===== src/rtl/bl2_sram_core.sv =====
module bl2_sram_core #(
  parameter int DATA_W = 36,
  parameter int ADDR_W = 6,
  localparam int LANES = DATA_W / 9
) (
  input  logic              clk,
  input  logic              rst_n,
  input  logic              cmd_en,
  input  logic              cmd_wr,
  input  logic [ADDR_W-1:0] cmd_addr,
  input  logic [DATA_W-1:0] wd0,
  input  logic [LANES-1:0]  wbe0,
  input  logic [DATA_W-1:0] wd1,
  input  logic [LANES-1:0]  wbe1,
  output logic [DATA_W-1:0] rd_d0,
  output logic [DATA_W-1:0] rd_d1,
  output logic              rd_valid
);
  localparam int LANE_W = 9;
  localparam int PAIRS  = 1 << ADDR_W;

  logic [DATA_W-1:0] mem_even [PAIRS];
  logic [DATA_W-1:0] mem_odd  [PAIRS];

  logic              a_vld, a_wr;
  logic [ADDR_W-1:0] a_addr;
  logic              b_vld;
  logic [ADDR_W-1:0] b_addr;
  logic [DATA_W-1:0] b_d0, b_d1;
  logic [LANES-1:0]  b_be0, b_be1;
  logic              r_vld;
  logic [DATA_W-1:0] r_d0, r_d1;
  logic [DATA_W-1:0] m_d0, m_d1;

  wire hit  = b_vld && (b_addr == a_addr);
  wire a_rd = a_vld && !a_wr;

  always_comb begin
    m_d0 = mem_even[a_addr];
    m_d1 = mem_odd[a_addr];
    for (int l = 0; l < LANES; l++) begin
      if (hit && b_be0[l]) m_d0[l*LANE_W +: LANE_W] = b_d0[l*LANE_W +: LANE_W];
      if (hit && b_be1[l]) m_d1[l*LANE_W +: LANE_W] = b_d1[l*LANE_W +: LANE_W];
    end
  end

  always_ff @(posedge clk or negedge rst_n) begin
    if (!rst_n) begin
      a_vld    <= 1'b0;
      a_wr     <= 1'b0;
      a_addr   <= '0;
      b_vld    <= 1'b0;
      b_addr   <= '0;
      b_d0     <= '0;
      b_d1     <= '0;
      b_be0    <= '0;
      b_be1    <= '0;
      r_vld    <= 1'b0;
      r_d0     <= '0;
      r_d1     <= '0;
      rd_valid <= 1'b0;
      rd_d0    <= '0;
      rd_d1    <= '0;
    end else begin
      a_vld  <= cmd_en;
      a_wr   <= cmd_wr;
      a_addr <= cmd_addr;
      b_vld  <= a_vld && a_wr;
      if (a_vld && a_wr) begin
        b_addr <= a_addr;
        b_d0   <= wd0;
        b_d1   <= wd1;
        b_be0  <= wbe0;
        b_be1  <= wbe1;
      end
      r_vld <= a_rd;
      if (a_rd) begin
        r_d0 <= m_d0;
        r_d1 <= m_d1;
      end
      rd_valid <= r_vld;
      if (r_vld) begin
        rd_d0 <= r_d0;
        rd_d1 <= r_d1;
      end
    end
  end

  always_ff @(posedge clk) begin
    if (b_vld) begin
      for (int l = 0; l < LANES; l++) begin
        if (b_be0[l]) mem_even[b_addr][l*LANE_W +: LANE_W] <= b_d0[l*LANE_W +: LANE_W];
        if (b_be1[l]) mem_odd[b_addr][l*LANE_W +: LANE_W]  <= b_d1[l*LANE_W +: LANE_W];
      end
    end
  end

  p_reset_quiet_r1: assert property (@(posedge clk) !rst_n |=> !rd_valid);

  p_valid_source_r4: assert property (@(posedge clk) disable iff (!rst_n)
    rd_valid |-> $past(cmd_en && !cmd_wr, 3));

  p_read_returns_r4: assert property (@(posedge clk) disable iff (!rst_n)
    (cmd_en && !cmd_wr) |-> ##3 rd_valid);

  p_noop_silent_r5: assert property (@(posedge clk) disable iff (!rst_n)
    !cmd_en |-> ##3 !rd_valid);

  p_buffer_source_r6: assert property (@(posedge clk) disable iff (!rst_n)
    b_vld |-> $past(cmd_en && cmd_wr, 2));

  p_buffer_drains_r8: assert property (@(posedge clk) disable iff (!rst_n)
    (b_vld && !(a_vld && a_wr)) |=> !b_vld);
endmodule


===== config.mk =====
export PLATFORM = sky130hd
export DESIGN_NAME = bl2_sram_core
export DESIGN_NICKNAME = d
export VERILOG_FILES = /design/src/rtl/bl2_sram_core.sv
export SDC_FILE = /design/constraint.sdc
export NUM_CORES = 2
export LEC_CHECK = 0
export ABC_AREA = 0
export BUFFER_PORTS_ARGS = -buffer_cell sky130_fd_sc_hd__buf_2
export CORE_MARGIN = 2
export CORE_UTILIZATION = 45
export CTS_CLUSTER_SIZE = 14
export DETAILED_ROUTE_END_ITERATION = 16
export GPL_TIMING_DRIVEN = 0
export HOLD_SLACK_MARGIN = 0.06
export SLEW_MARGIN = 20
export SYNTH_ARGS = -nofsm -noshare
export SYNTH_HDL_FRONTEND = slang
export SYNTH_MEMORY_MAX_BITS = 65536
export SYNTH_SLANG_ARGS = --single-unit

===== constraint.sdc =====
create_clock -name clk -period 2.1 [get_ports clk]
set_input_delay 0.315 -clock clk [delete_from_list [all_inputs] [get_ports clk]]
set_output_delay 0.315 -clock clk [all_outputs]
set_load 0.02 [all_outputs]

Yosys cells after proc, flatten, opt, wreduce, memory -nomap -nowiden
Memory sizes are Yosys's and may differ from the RTL's. A register that Yosys moved wholly into a read port is not among the register bits. Index checks and enable logic that the tools add are counted.

Memories: 2. Word-level logic and storage cells: 44. Input port bits: 90. Output and inout port bits: 73. Register bits after elaboration: 169. Memory bits (writable): 4608.

Memories: mem_even (words 64, width 36, read ports 1, clocked after Yosys merged registers in 1, write ports 1, line 22) `logic [DATA_W-1:0] mem_even [PAIRS];`; mem_odd (words 64, width 36, read ports 1, clocked after Yosys merged registers in 1, write ports 1, line 23) `logic [DATA_W-1:0] mem_odd [PAIRS];`.

Multiplexer cells: 24. Reduce and logical (&&, ||, !) cells: 5.

Operator list (number): $mux 1 (24); $logic_not 1->1 (3); $logic_and 1x1->1 (2).

Logic depth before layout (Yosys ltp)
Word-level depth: 3. Depth in mapped cells: 10. Gate-level depth less buffers: 6.

Worst setup path after synthesis
OpenSTA, ideal clock, no wires.

Kind: reg-to-reg. From: register b_addr[3]. To: memory mem_even[17][0], enable pin. Data required time: 1.726 ns. Setup slack: -0.069 ns. Data arrival time: 1.794 ns. Period minus slack after synthesis: 2.169 ns. Buffers on the path: 1. Cell stages (with the launch flop): 5. Library setup time: 0.374 ns. Cell sequence: dfrtp_1 buf_2 nor3b_1 nand2_1 nor2_1.

RTL lines: start, declared (line 28) `logic [ADDR_W-1:0] b_addr;`; start signal, assigned (line 70) `b_addr <= a_addr;`; end, declared (line 22).

No word-level cell before the write port.

==> flow_summary.yaml <==
outcome:
  run_status: "finished, violations left"
  violations: "negative setup slack"
placement:
  hpwl_um: 428000
  placedCellCount: 15400
  gp_congestion: 0.907
  port_buffers: 162
  dpl-instance-area_sq_um: 198000
yosys:
  ys_seq_area_share_pct: 77.5
  yosysWarnings: 0
  async_flop_share_pct: 4.97
  synth_edf_count: 4608
  synthCells: 9635
  synth_flop_cell: "edfxtp_1"
  synth_area_sq_um: 186000
  postSynthAreaPerCell_sq_um: 19.3
  ys_types: 43
  synth-seq-cells: 4849
  syn_nets: 9725
flow_run:
  cap_violations: 0
pwr:
  seqPwrFrac_pct: 52.6
  p_int_uw: 164000
  power_frac_comb_pct: 7.8
  swShare_pct: 24.4
  p_per_area_nw_per_um2: 950
  p_leak_uw: 0.0757
  p_sw_uw: 52800
  clock_power_share_pct: 39.6
  finalPower_uw: 217000
  vdd_drop_max_v: 0.000793
grt:
  grt_pass1_wl_um: 842000
  grt_pass1_vias: 101000
  antenna_found_initial: 29
  track_usage_pct: 29.7
  grt_max_degree: 77
  grt_overflow: 0
routing:
  vias: 107000
  drtPass1Iterations: 9
  wl_um: 647000
  avgRoutedWirePerCell_um: 38.5
  drtIter0Drc: 17500
  viasPerCell: 6.35
  postRouteAntennaNets: 0
  drc: 0
sta:
  timing.final.ws_setup_ns: -0.909
  fmax_mhz: 332
  hold_violations: 0
  period_share_pct: 143
  setup_violations: 4307
  finClkSkew_ns: 0.0643
  maxSlewViolCount: 0
  rsz0062_at_grt: "true"
  worstMarginPinSlew_ns: 1.02
  fin_crit_ns: 3.01
  relSlewSlack_pct: 32.3
critical_path:
  required_ns: 3.03
  worstSetupPathType: "flop to flop"
  critPathCaptureType: "flop"
  r2r_slack_ns: -0.91
  crit_arrival_ns: 3.94
  start_kind: "flop"
  cp_max_fo: 10
  reg2regPathDepth: 8
floorplan:
  num_rows: 236
  die_x_um: 648
  dieArea_sq_um: 419000
  io_pins: 163
  die_h_um: 648
  initial_core_util_pct: 45.2
  core_area_sq_um: 413000
hold_path:
  holdPathStages: 3
  hold_class: "input port to flop"
finish:
  seq_area_sq_um: 145000
  design_area_sq_um: 228000
  layoutNonFillerInstCount: 16800
  multiInputGateArea_sq_um: 45100
  area_growth_pct: 22.3
  drive_gt1_share_pct: 31.3
  nNetsFinal: 11000
  nFillCells: 31000
cts:
  root_buffer: "clkbuf_16"
  h-tree-depth: 5
  cts_inserted_buffers: 479
  cts_buffer_depth: 4
  cts.clk_slew.worst_paths_ns: 0.06
  clkLatencyLatePin_ns: 1.07
  cts_tree: "yes"
  cts_sinks: 4849
==> synthesized netlist by cell type (all sizes together) (11+ instances only) <==
library cell	number	area, sq um
buf	349	1800
o22ai	288	1800
mux2	158	1780
dfrtp	241	6030
a31oi	16	163
mux2i	1152	11500
a22oi	576	4320
clkbuf	218	818
nand3	217	1090
nand2	364	1370
nor4	80	551
mux4	576	13000
a31o	72	631
and2	11	68.8
nor2	517	1940
a21oi	144	721
edfxtp	4608	138000
==> path summary, 6_finish.rpt <==
check / start / endpoint
min reg2reg: r_vld$_DFF_PN0_ / rd_valid$_DFF_PN0_
max: a_addr[2]$_DFF_PN0_ / r_d1[27]$_DFFE_PN0P_
max reg2reg: a_addr[2]$_DFF_PN0_ / r_d1[27]$_DFFE_PN0P_
min: wd0[23] / b_d0[23]$_DFFE_PN0P_
max in group asynchronous: rst_n / b_d0[0]$_DFFE_PN0P_
min in group asynchronous: rst_n / b_d1[32]$_DFFE_PN0P_
==> cells by family (layout without fill, tap and decap cells) <==
logic type                count (synthesis)  in the layout  share of synthesized area (%)
AOI/OAI and AO/OA                      1104           1104                           4.15
xor gates and xnor gates                  6              6                         0.0322
buffers and inverters                   569           2214                           1.41
DFF                                    4849           4849                           77.5
muxes                                  1886           1886                           14.1
other                                     0             29                              0
and+or+nand+nor                        1221           1223                           2.83
==> final cells by class <==
type | instances | share of cell area (%)
diodes | 29 | 0.0318
plain buffers | 556 | 2.53
clock buffers | 616 | 5.63
clock inverters | 285 | 1.21
inverters | 2 | 0.00878
multi-input cells | 4219 | 19.8
flip-flops and latches | 4849 | 63.4
well taps | 5474 | 3.00
repair buffers | 755 | 4.40
==> worst max-delay path, stage by stage (launching register included) <==
cell       delay, ns
dfrtp_2         0.61
clkbuf_16       0.28
buf_16          0.18
buf_8           0.32
mux2i_1         0.31
o22ai_1         0.18
nor4_2          0.51
a31o_1          0.33
nand3_1         0.12
==> cell usage in the layout, fill, tap and decap left out, types with 216 or more instances in the layout <==
| cell type | n |
|---|---|
| nand2_1 | 267 |
| edfxtp_1 | 4608 |
| clkbuf_16 | 509 |
| mux2i_1 | 1145 |
| buf_12 | 236 |
| mux4_2 | 576 |
| buf_2 | 233 |
| nor2_4 | 311 |
| nand3_1 | 216 |
| a22oi_1 | 434 |
| o22ai_1 | 276 |
==> timing repair <==
action / in CTS / in global routing
buffers inserted: 43 / 239
setup endpoints to repair: 4798 / 4794
gates cloned: 1 / 24
resized for setup: 1559 / 909
endpoints found under the hold margin: 253 / 0
hold buffers: 171 / 0
pin swaps: 48 / 239
==> power by group through the flow <==
stage	sequential [uW]	combinational, uW	clock [uW]
finish	114000	16900	85900
global placement	117000	11000	0
global route	114000	17200	89500
CTS	114000	15000	85700
detailed placement	116000	13500	0
floorplan	115000	5730	0
==> state kept, by name (all words and copies together) (netlist names), 36 cells and up <==
name and count:
mem_even 2304, mem_odd 2304, b_d0 36, b_d1 36
r_d0 36, r_d1 36, rd_d0 36, rd_d1 36
==> per-layer routing <==
| metal | routed length, um | GRT usage, % | part of all wire (%) | up-vias |
|---|---|---|---|---|
| met5 | 62 | 0.0809 | 0.0096 | - |
| li1 | - | - | - | 41900 |
| met2 | 279000 | 42.4 | 43 | 7290 |
| met1 | 244000 | 41.0 | 38 | 56100 |
| met4 | 40600 | 16.1 | 6.3 | 8 |
| met3 | 83500 | 8.77 | 13 | 1246 |
==> metrics by stage <==
stage                     util, %  setup WS [ns]  hold slack [ns]  TNS (ns)
after global routing         55.2         -0.801            0.119  -1009.80
after detailed placement     47.9          -2.69            0.280  -7708.80
after global placement       47.0          -5.36            0.368         -
after floorplan                 -        -0.0686           0.0194   -164.77
after CTS                    53.5         -0.827           0.0648  -2596.93
final                        55.2         -0.909            0.111  -1107.81
(Power assumes the default switching activity.)
